[config.mk]
export PLATFORM = sky130hd
export DESIGN_NAME = sidetone_coeff_loader
export DESIGN_NICKNAME = d
export VERILOG_FILES = /design/src/rtl/sidetone_pkg.sv /design/src/rtl/sidetone_ctrl.sv /design/src/rtl/sidetone_datapath.sv /design/src/rtl/sidetone_coeff_loader.sv
export SDC_FILE = /design/constraint.sdc
export NUM_CORES = 2
export LEC_CHECK = 0
export BUFFER_PORTS_ARGS = -buffer_cell sky130_fd_sc_hd__buf_2
export CAP_MARGIN = 20
export CORE_MARGIN = 2
export CORE_UTILIZATION = 60
export DETAILED_ROUTE_END_ITERATION = 16
export PLACE_DENSITY_LB_ADDON = 0.3
export SLEW_MARGIN = 40
export SYNTH_ARGS = -nofsm -noshare
export SYNTH_HDL_FRONTEND = slang
export SYNTH_SLANG_ARGS = --single-unit
[constraint.sdc]
create_clock -name clk -period 3.95 [get_ports clk]
set_clock_uncertainty 0.2 [all_clocks]
set_input_delay 0.5925 -clock clk [delete_from_list [all_inputs] [get_ports clk]]
set_output_delay 0.5925 -clock clk [all_outputs]
set_load 0.05 [all_outputs]
[src/rtl/sidetone_pkg.sv]
package sidetone_pkg;
  localparam int NUM_TAPS = 128;
  localparam int COEFF_W  = 16;
  localparam int IDX_W    = $clog2(NUM_TAPS + 1);
  localparam int TAP_W    = $clog2(NUM_TAPS);

  localparam logic [1:0] ADDR_CTRL  = 2'd0;
  localparam logic [1:0] ADDR_COEFF = 2'd1;
  localparam logic [1:0] ADDR_GAIN  = 2'd2;

  localparam int BIT_ON   = 0;
  localparam int BIT_WE   = 1;
  localparam int BIT_DONE = 2;

  typedef struct packed {
    logic             coeffWr;
    logic [TAP_W-1:0] coeffIdx;
    logic             gainWr;
  } strobe_t;
endpackage

[src/rtl/sidetone_ctrl.sv]
module sidetone_ctrl
  import sidetone_pkg::*;
#(
  parameter int TAPS = NUM_TAPS
) (
  input  logic       clk,
  input  logic       rstN,
  input  logic       busWr,
  input  logic [1:0] busAddr,
  input  logic [1:0] ctrlBits,
  output strobe_t    strb,
  output logic       sidetoneOn,
  output logic       tableValid,
  output logic [2:0] statusWord
);
  localparam logic [IDX_W-1:0] LAST_IDX = IDX_W'(TAPS - 1);
  localparam logic [IDX_W-1:0] FULL_IDX = IDX_W'(TAPS);

  logic             weReg;
  logic             doneReg;
  logic [IDX_W-1:0] wrIdx;
  logic             ctrlWr, armEvt, disarmEvt, dataWr, lastWr;

  assign ctrlWr    = busWr && (busAddr == ADDR_CTRL);
  assign armEvt    = ctrlWr && ctrlBits[BIT_WE] && !weReg;
  assign disarmEvt = ctrlWr && !ctrlBits[BIT_WE];
  assign dataWr    = busWr && (busAddr == ADDR_COEFF) && weReg && (wrIdx < FULL_IDX);
  assign lastWr    = dataWr && (wrIdx == LAST_IDX);

  always_ff @(posedge clk) begin
    if (!rstN) begin
      weReg      <= 1'b0;
      doneReg    <= 1'b0;
      wrIdx      <= '0;
      sidetoneOn <= 1'b0;
      tableValid <= 1'b0;
    end else begin
      if (ctrlWr) begin
        sidetoneOn <= ctrlBits[BIT_ON];
        weReg      <= ctrlBits[BIT_WE];
      end
      if (armEvt) begin
        wrIdx      <= '0;
        doneReg    <= 1'b0;
        tableValid <= 1'b0;
      end else if (disarmEvt) begin
        doneReg <= 1'b0;
      end else if (dataWr) begin
        wrIdx <= wrIdx + 1'b1;
        if (lastWr) begin
          doneReg    <= 1'b1;
          tableValid <= 1'b1;
        end
      end
    end
  end

  always_comb begin
    strb.coeffWr  = dataWr;
    strb.coeffIdx = wrIdx[TAP_W-1:0];
    strb.gainWr   = busWr && (busAddr == ADDR_GAIN);
    statusWord    = '0;
    statusWord[BIT_ON]   = sidetoneOn;
    statusWord[BIT_WE]   = weReg;
    statusWord[BIT_DONE] = doneReg;
  end

  AST_IDX_BOUND: assert property (@(posedge clk) disable iff (!rstN) wrIdx <= FULL_IDX);
  AST_DONE_NEEDS_WE: assert property (@(posedge clk) disable iff (!rstN) doneReg |-> weReg);
  AST_ARM_RESTART: assert property (@(posedge clk) disable iff (!rstN) $rose(weReg) |-> (wrIdx == '0 && !doneReg && !tableValid));
  AST_VALID_WITH_DONE: assert property (@(posedge clk) disable iff (!rstN) $rose(doneReg) |-> tableValid);
  AST_DONE_AT_FULL: assert property (@(posedge clk) disable iff (!rstN) $rose(doneReg) |-> wrIdx == FULL_IDX);
endmodule

[src/rtl/sidetone_datapath.sv]
module sidetone_datapath
  import sidetone_pkg::*;
#(
  parameter int TAPS = NUM_TAPS,
  parameter int CW   = COEFF_W
) (
  input  logic              clk,
  input  logic              rstN,
  input  strobe_t           strb,
  input  logic [2*CW-1:0]   wData,
  input  logic [TAP_W-1:0]  tapIdx,
  output logic [CW-1:0]     tapCoeff,
  output logic [CW-1:0]     gainCh0,
  output logic [CW-1:0]     gainCh1,
  output logic [2*CW-1:0]   gainWord
);
  logic [CW-1:0]   coeffMem [TAPS];
  logic [2*CW-1:0] gainReg;

  always_ff @(posedge clk) begin
    if (strb.coeffWr) coeffMem[strb.coeffIdx] <= wData[CW-1:0];
  end

  always_ff @(posedge clk) begin
    if (!rstN)            gainReg <= '0;
    else if (strb.gainWr) gainReg <= wData;
  end

  assign tapCoeff = coeffMem[tapIdx];
  assign gainCh0  = gainReg[CW-1:0];
  assign gainCh1  = gainReg[2*CW-1:CW];
  assign gainWord = gainReg;

  AST_GAIN_HOLD: assert property (@(posedge clk) disable iff (!rstN) !strb.gainWr |=> $stable(gainReg));
  AST_TAP_STORE: assert property (@(posedge clk) disable iff (!rstN) strb.coeffWr |=> coeffMem[$past(strb.coeffIdx)] == $past(wData[CW-1:0]));
endmodule

[src/rtl/sidetone_coeff_loader.sv]
module sidetone_coeff_loader
  import sidetone_pkg::*;
(
  input  logic               clk,
  input  logic               rstN,
  input  logic               busWr,
  input  logic [1:0]         busAddr,
  input  logic [31:0]        busWData,
  output logic [31:0]        busRData,
  input  logic [TAP_W-1:0]   tapIdx,
  output logic [COEFF_W-1:0] tapCoeff,
  output logic [COEFF_W-1:0] gainCh0,
  output logic [COEFF_W-1:0] gainCh1,
  output logic               sidetoneOn,
  output logic               tableValid
);
  strobe_t             strb;
  logic [2:0]          statusWord;
  logic [2*COEFF_W-1:0] gainWord;

  sidetone_ctrl #(.TAPS(NUM_TAPS)) u_ctrl (
    .clk        (clk),
    .rstN       (rstN),
    .busWr      (busWr),
    .busAddr    (busAddr),
    .ctrlBits   (busWData[1:0]),
    .strb       (strb),
    .sidetoneOn (sidetoneOn),
    .tableValid (tableValid),
    .statusWord (statusWord)
  );

  sidetone_datapath #(.TAPS(NUM_TAPS), .CW(COEFF_W)) u_dp (
    .clk      (clk),
    .rstN     (rstN),
    .strb     (strb),
    .wData    (busWData),
    .tapIdx   (tapIdx),
    .tapCoeff (tapCoeff),
    .gainCh0  (gainCh0),
    .gainCh1  (gainCh1),
    .gainWord (gainWord)
  );

  always_comb begin
    case (busAddr)
      ADDR_CTRL: busRData = {29'd0, statusWord};
      ADDR_GAIN: busRData = gainWord;
      default:   busRData = '0;
    endcase
  end
endmodule

* After elaboration in Yosys (flattened, before gate mapping)
Memory sizes are Yosys's and may differ from the RTL's. Index checks and enable logic that the tools add are counted.
Operators by class: bitwise operators 2, add/subtract/negate cells 1, eq/ne operators 3, reductions and logical operators 17, multiplexer cells 3, $lt $le $gt $ge 1
Operators by type and width (number):
- $pmux 32 s2 | 1
- $logic_and 1x1->1 | 9
- $add 8x1->8 const B | 1
- $eq 8x7->1 const B | 1
- $lt 8x8->1 const B | 1
- $reduce_and 2->1 | 2
- $reduce_and 3->1 | 1
- $reduce_or 3->1 | 1
- $eq 2x1->1 const B | 1
- $eq 2x2->1 const B | 1
- $logic_not 1->1 | 2
- $logic_not 2->1 | 1
- $mux 1 | 2
- $not 1->1 | 2
- $reduce_or 2->1 | 1
Storage, ports and cells: RAM bits 2048, register bits 44, memories kept 1, input bits 44, logic and storage cells 34
Memory list:
- u_dp.coeffMem | words 128, width 16, rd ports 1, clocked after Yosys merged registers in 0, wr ports 1, RTL line sidetone_datapath.sv:17 | logic [CW-1:0] coeffMem [TAPS];

* Depth between registers and ports, before layout
depth after elaboration 6, gate-level depth with buffers 8

* Hierarchy
A second synthesis with hierarchy kept.
Second synthesis, totals: cells, all modules 3317, area total of the unflattened synthesis 80601.1 sq um
By module, submodules not included:
- sidetone_datapath | times used 1, cells an instance 3205, area an instance 79641.4 sq um, seq. area each 62139.6 sq um
- sidetone_ctrl | times used 1, cells an instance 73, area an instance 670.6 sq um, seq. area each 240.2 sq um
- sidetone_coeff_loader | times used 1, cells an instance 39, area an instance 289.0 sq um, seq. area each 0.0 sq um

* Worst setup path before layout
OpenSTA, ideal clock, no wires.
path type in2out, from in tapIdx[0], to out tapCoeff[10], data required time 3.157 ns, cell stages on the path 6, setup slack 0.065 ns, arrival time 3.093 ns, path through buf_2 clkbuf_1 mux4_2 mux4_2 mux4_2 mux2_2
On the way: longest elaborated chain between the ends 1
Ends and longest elaborated chain:
- start, declared | RTL line sidetone_coeff_loader.sv:10 | input logic [TAP_W-1:0] tapIdx,
- $mem_v2 128x16
- end, declared | RTL line sidetone_coeff_loader.sv:11 | output logic [COEFF_W-1:0] tapCoeff,
Every way passes these cells.

* Final worst setup path
from mem u_dp.coeffMem[127][11] in the netlist's numbering, to out tapCoeff[11]
On the way: longest elaborated chain between the ends 1
Ends and longest elaborated chain (RTL line):
- start, declared | sidetone_datapath.sv:17
- $mem_v2 128x16
Every way passes these cells.

==> metrics.log <==
INFO  metric hold_path_startpoint = busWData[10]
INFO  metric final_hold_slack = ~0.056 ns
INFO  metric post_synth_instance_area = between 80000 and 90000 um^2
INFO  metric max-slew-margin-rel = slightly below 40%
INFO  metric initial_utilization = between 60% and 70%
INFO  metric worst_ep_arrival_time = around 3.5 ns
INFO  metric design.die.area = roughly 140000 um^2
INFO  metric ys_ff_latch = 2092
INFO  metric path_max_fanout = 1
INFO  metric worst_setup_path_start_kind = flip-flop
INFO  metric worst_hold_path.endpoint = u_dp.coeffMem[65][10]
INFO  metric worst_setup_hold_path_clk_slew = 0.07 ns
INFO  metric die_w = roughly 370 um
INFO  metric first_pass_iters = 6
INFO  metric root_buffer = clkbuf_16
INFO  metric share_clk_of_total_power = ~41%
INFO  metric worstReg2RegStart = u_ctrl.wrIdx[7]
INFO  metric r2r_end = u_dp.coeffMem[76][15]
INFO  metric clock_tree.htree_level_count = 4
INFO  metric io_pins = around 130
INFO  metric net_count_after_synthesis = 3343
INFO  metric power.density = 492 nW/um^2
INFO  metric netlist_instances = between 3000 and 4000
INFO  metric peakVddDrop = 0.000439 V
INFO  metric finalMaxSlewViolations = 0
INFO  metric final_cell_mix = edfxtp_1 (2048), mux4_2 (672), buf_4 (286)
INFO  metric grt.met2_usage = 50.3%
INFO  metric detailedPlacementHpwl = 120 mm
INFO  metric maxClockFrequency = 0.234 GHz
INFO  metric cp_data_required_time = between 3 and 4 ns
INFO  metric maxCapViolations = 0
INFO  metric timing.final.crit_share = 108%
INFO  metric ctsLongestPathBuffers = 3
INFO  metric leakagePower = 29.6 nW
INFO  metric cp-end-kind = output port
INFO  metric hold_path_class = input port to flip-flop
INFO  metric worstMarginPinSlew = around 0.92 ns
INFO  metric run_status = finished, violations left
INFO  metric tritoncts_num_sinks = around 2100
INFO  metric avgRoutedWirePerCell = 36.8 um
INFO  metric detail_route.iter0.violations = 6087
INFO  metric drive_above_1_share = around 37%
INFO  metric vias_in_the_first_global_route = roughly 40000
INFO  metric final_antenna_net_count = 0
INFO  metric portBuffers = about 130
INFO  metric antenna_found_initial = 16
INFO  metric layout.nets = about 3900
INFO  metric first_pass_grt_wire_length = about 300 mm
INFO  metric routed_via_density = 6.95
INFO  metric totalWireLength = ~210 mm
INFO  metric p_total = approximately 46 mW
INFO  metric r2r.worst_path.cells = 7
INFO  metric period_needed = between 4 and 5 ns
INFO  metric intPower = around 36 mW
INFO  metric path_class = flip-flop to output port
INFO  metric ff2ff_setup_slack = 0.89 ns
INFO  metric most_crowded_layer_after_global_routing = met2
INFO  metric cts_tree = done
INFO  metric grt.total_usage = 31.3%
INFO  metric layout_commonest_cell = edfxtp_1
INFO  metric grt_setup_unrepaired = yes
INFO  metric timing_hold_violations_final = 0
INFO  metric grt_use_met3 = ~6.6%
INFO  metric area.growth.synth_to_final = 15.9%
INFO  metric hold-path-cell-count = 1
INFO  metric globalplace.congestion = between 0.8 and 0.9
INFO  metric fp.coreArea = 133000 um^2
INFO  metric synth_warnings = 0
INFO  metric combPwrFrac = 5.9%
INFO  metric cts_made_buffers = about 200
INFO  metric switching_power = between 9 and 10 mW
INFO  metric power.switching_fraction = a little over a fifth
INFO  metric failed_checks = setup timing
INFO  metric synth-seq-area-share = roughly 78%
INFO  metric grt_start_max_net_pins = 130
INFO  metric num_rows = 134
INFO  metric worst_skew_pair.late_latency = 0.83 ns
INFO  metric synth_area_per_cell = about 24 um^2
INFO  metric final_setup_slack_of_the_worst_path = -0.332 ns
INFO  metric post-route-util = a little over two thirds
INFO  metric grt_overflow_total = 0
INFO  metric detailroute.via_count = around 40000
INFO  metric synth.distinct_cells = 33
INFO  metric fp.dieH = 369 um
INFO  metric report.final.setup_viol = 16
INFO  metric met1_usage = 42.0%
INFO  metric share_seq_of_total_power = 53.3%
INFO  metric total_drc_errors_in_the_routed_layout = 0
INFO  metric pre_cts_slack = -0.502 ns
==> power by group through the flow <==
stage / sequential [mW] / clock, mW / combinational, mW
finish: 24.4 / 18.6 / 2.71
floorplan: 24.9 / 0 / 1.26
detailed placement: 24.8 / 0 / 2.54
global placement: 24.8 / 0 / 2.46
CTS: 24.4 / 18.7 / 2.66
global route: 24.4 / 19.5 / 2.79
==> worst max-delay path: stages, from the launching register on <==
cell and delay [ns]:
edfxtp_1 0.43, mux4_2 0.54, mux4_2 0.55, mux4_2 0.55, mux2_2 0.36, buf_4 0.21
==> kinds of logic after synthesis <==
family	synth area share (%)
buf+inv	0.955
xor+xnor	0.0328
compound gates	0.381
mux	19.2
simple gates	1.53
fa+ha+maj	0.0156
flops	77.9
==> synth_stat cells (all sizes together) <==
library cell	n	area [um^2]
nor3b	1	7.51
nand4	2	12.5
clkbuf	106	398
and2	32	200
nor2b	6	37.5
or4b	2	20.0
inv	1	3.75
or3b	2	17.5
buf	78	363
a21boi	32	240
edfxtp	2048	61500
nand2	84	315
or3	4	25.0
o21ba	2	20.0
nand4b	1	8.76
o21ai	3	15.0
nor4bb	1	10.0
dfxtp	44	881
xnor2	1	8.76
or4	1	7.51
o211a	1	10.0
ha	1	12.5
a21oi	4	20.0
mux2i	5	50.1
nand3	7	35.0
mux2	16	180
xor2	2	17.5
nor2	138	518
nand3b	1	7.51
mux4	672	15100
==> timing repair <==
action / CTS / global route
setup endpoints to repair: 16 / 16
gates cloned: 1 / 5
gates resized for setup: 47 / 3
buffers inserted: 12 / 6
hold buffers: 16 / 2
hold endpoints to repair: 16 / 55
==> routing by layer <==
layer | vias to the layer above | part of all wire (%)
met2 | 3215 | 49
met4 | 14 | 5.0
met1 | 21100 | 34
met5 | - | 0.051
li1 | 15200 | -
met3 | 463 | 11
==> sequential cells by signal (all words and copies together), names as in the netlist <==
name / flops
u_ctrl.sidetoneOn: 1
u_dp.coeffMem: 2048
u_dp.gainWord: 32
u_ctrl.tableValid: 1
u_ctrl.wrIdx: 8
u_ctrl.doneReg: 1
u_ctrl.weReg: 1
==> worst max path at each step <==
stage | start | endpoint | slack (ns) | depth (start not counted)
after floorplan | tapIdx[0] | tapCoeff[10] | 0.06 | 6
after global placement | tapIdx[0] | tapCoeff[7] | -0.51 | 8
after detailed placement | tapIdx[0] | tapCoeff[3] | -0.50 | 8
after CTS | u_dp.coeffMem[127][6] | tapCoeff[6] | -0.34 | 5
after global routing | u_dp.coeffMem[127][6] | tapCoeff[6] | -0.35 | 5
final | u_dp.coeffMem[127][11] | tapCoeff[11] | -0.33 | 5
==> stage by stage <==
| step | instance area (um^2) | TNS, ns | instances |
|---|---|---|---|
| after floorplan | 80100 | 0 | 3298 |
| after global placement | 85700 | -6.98 | 5342 |
| final | 92800 | -4.58 | 5754 |
| after global routing | 92800 | -4.93 | 5751 |
| after CTS | 92500 | -4.97 | 5736 |
| after detailed placement | 85700 | -7.22 | 5343 |
==> layout make-up <==
type / count / area [um^2]
tap: 1768 / 2210
clock inverter: 113 / 1040
sequential: 2092 / 62400
antenna: 3 / 7.51
fill: 7287 / 40200
clock buffer: 251 / 5280
inverter: 1 / 3.75
multi-input combinational: 1021 / 17000
timing repair buffer: 505 / 4890
Power figures use the tool's default switching activity.
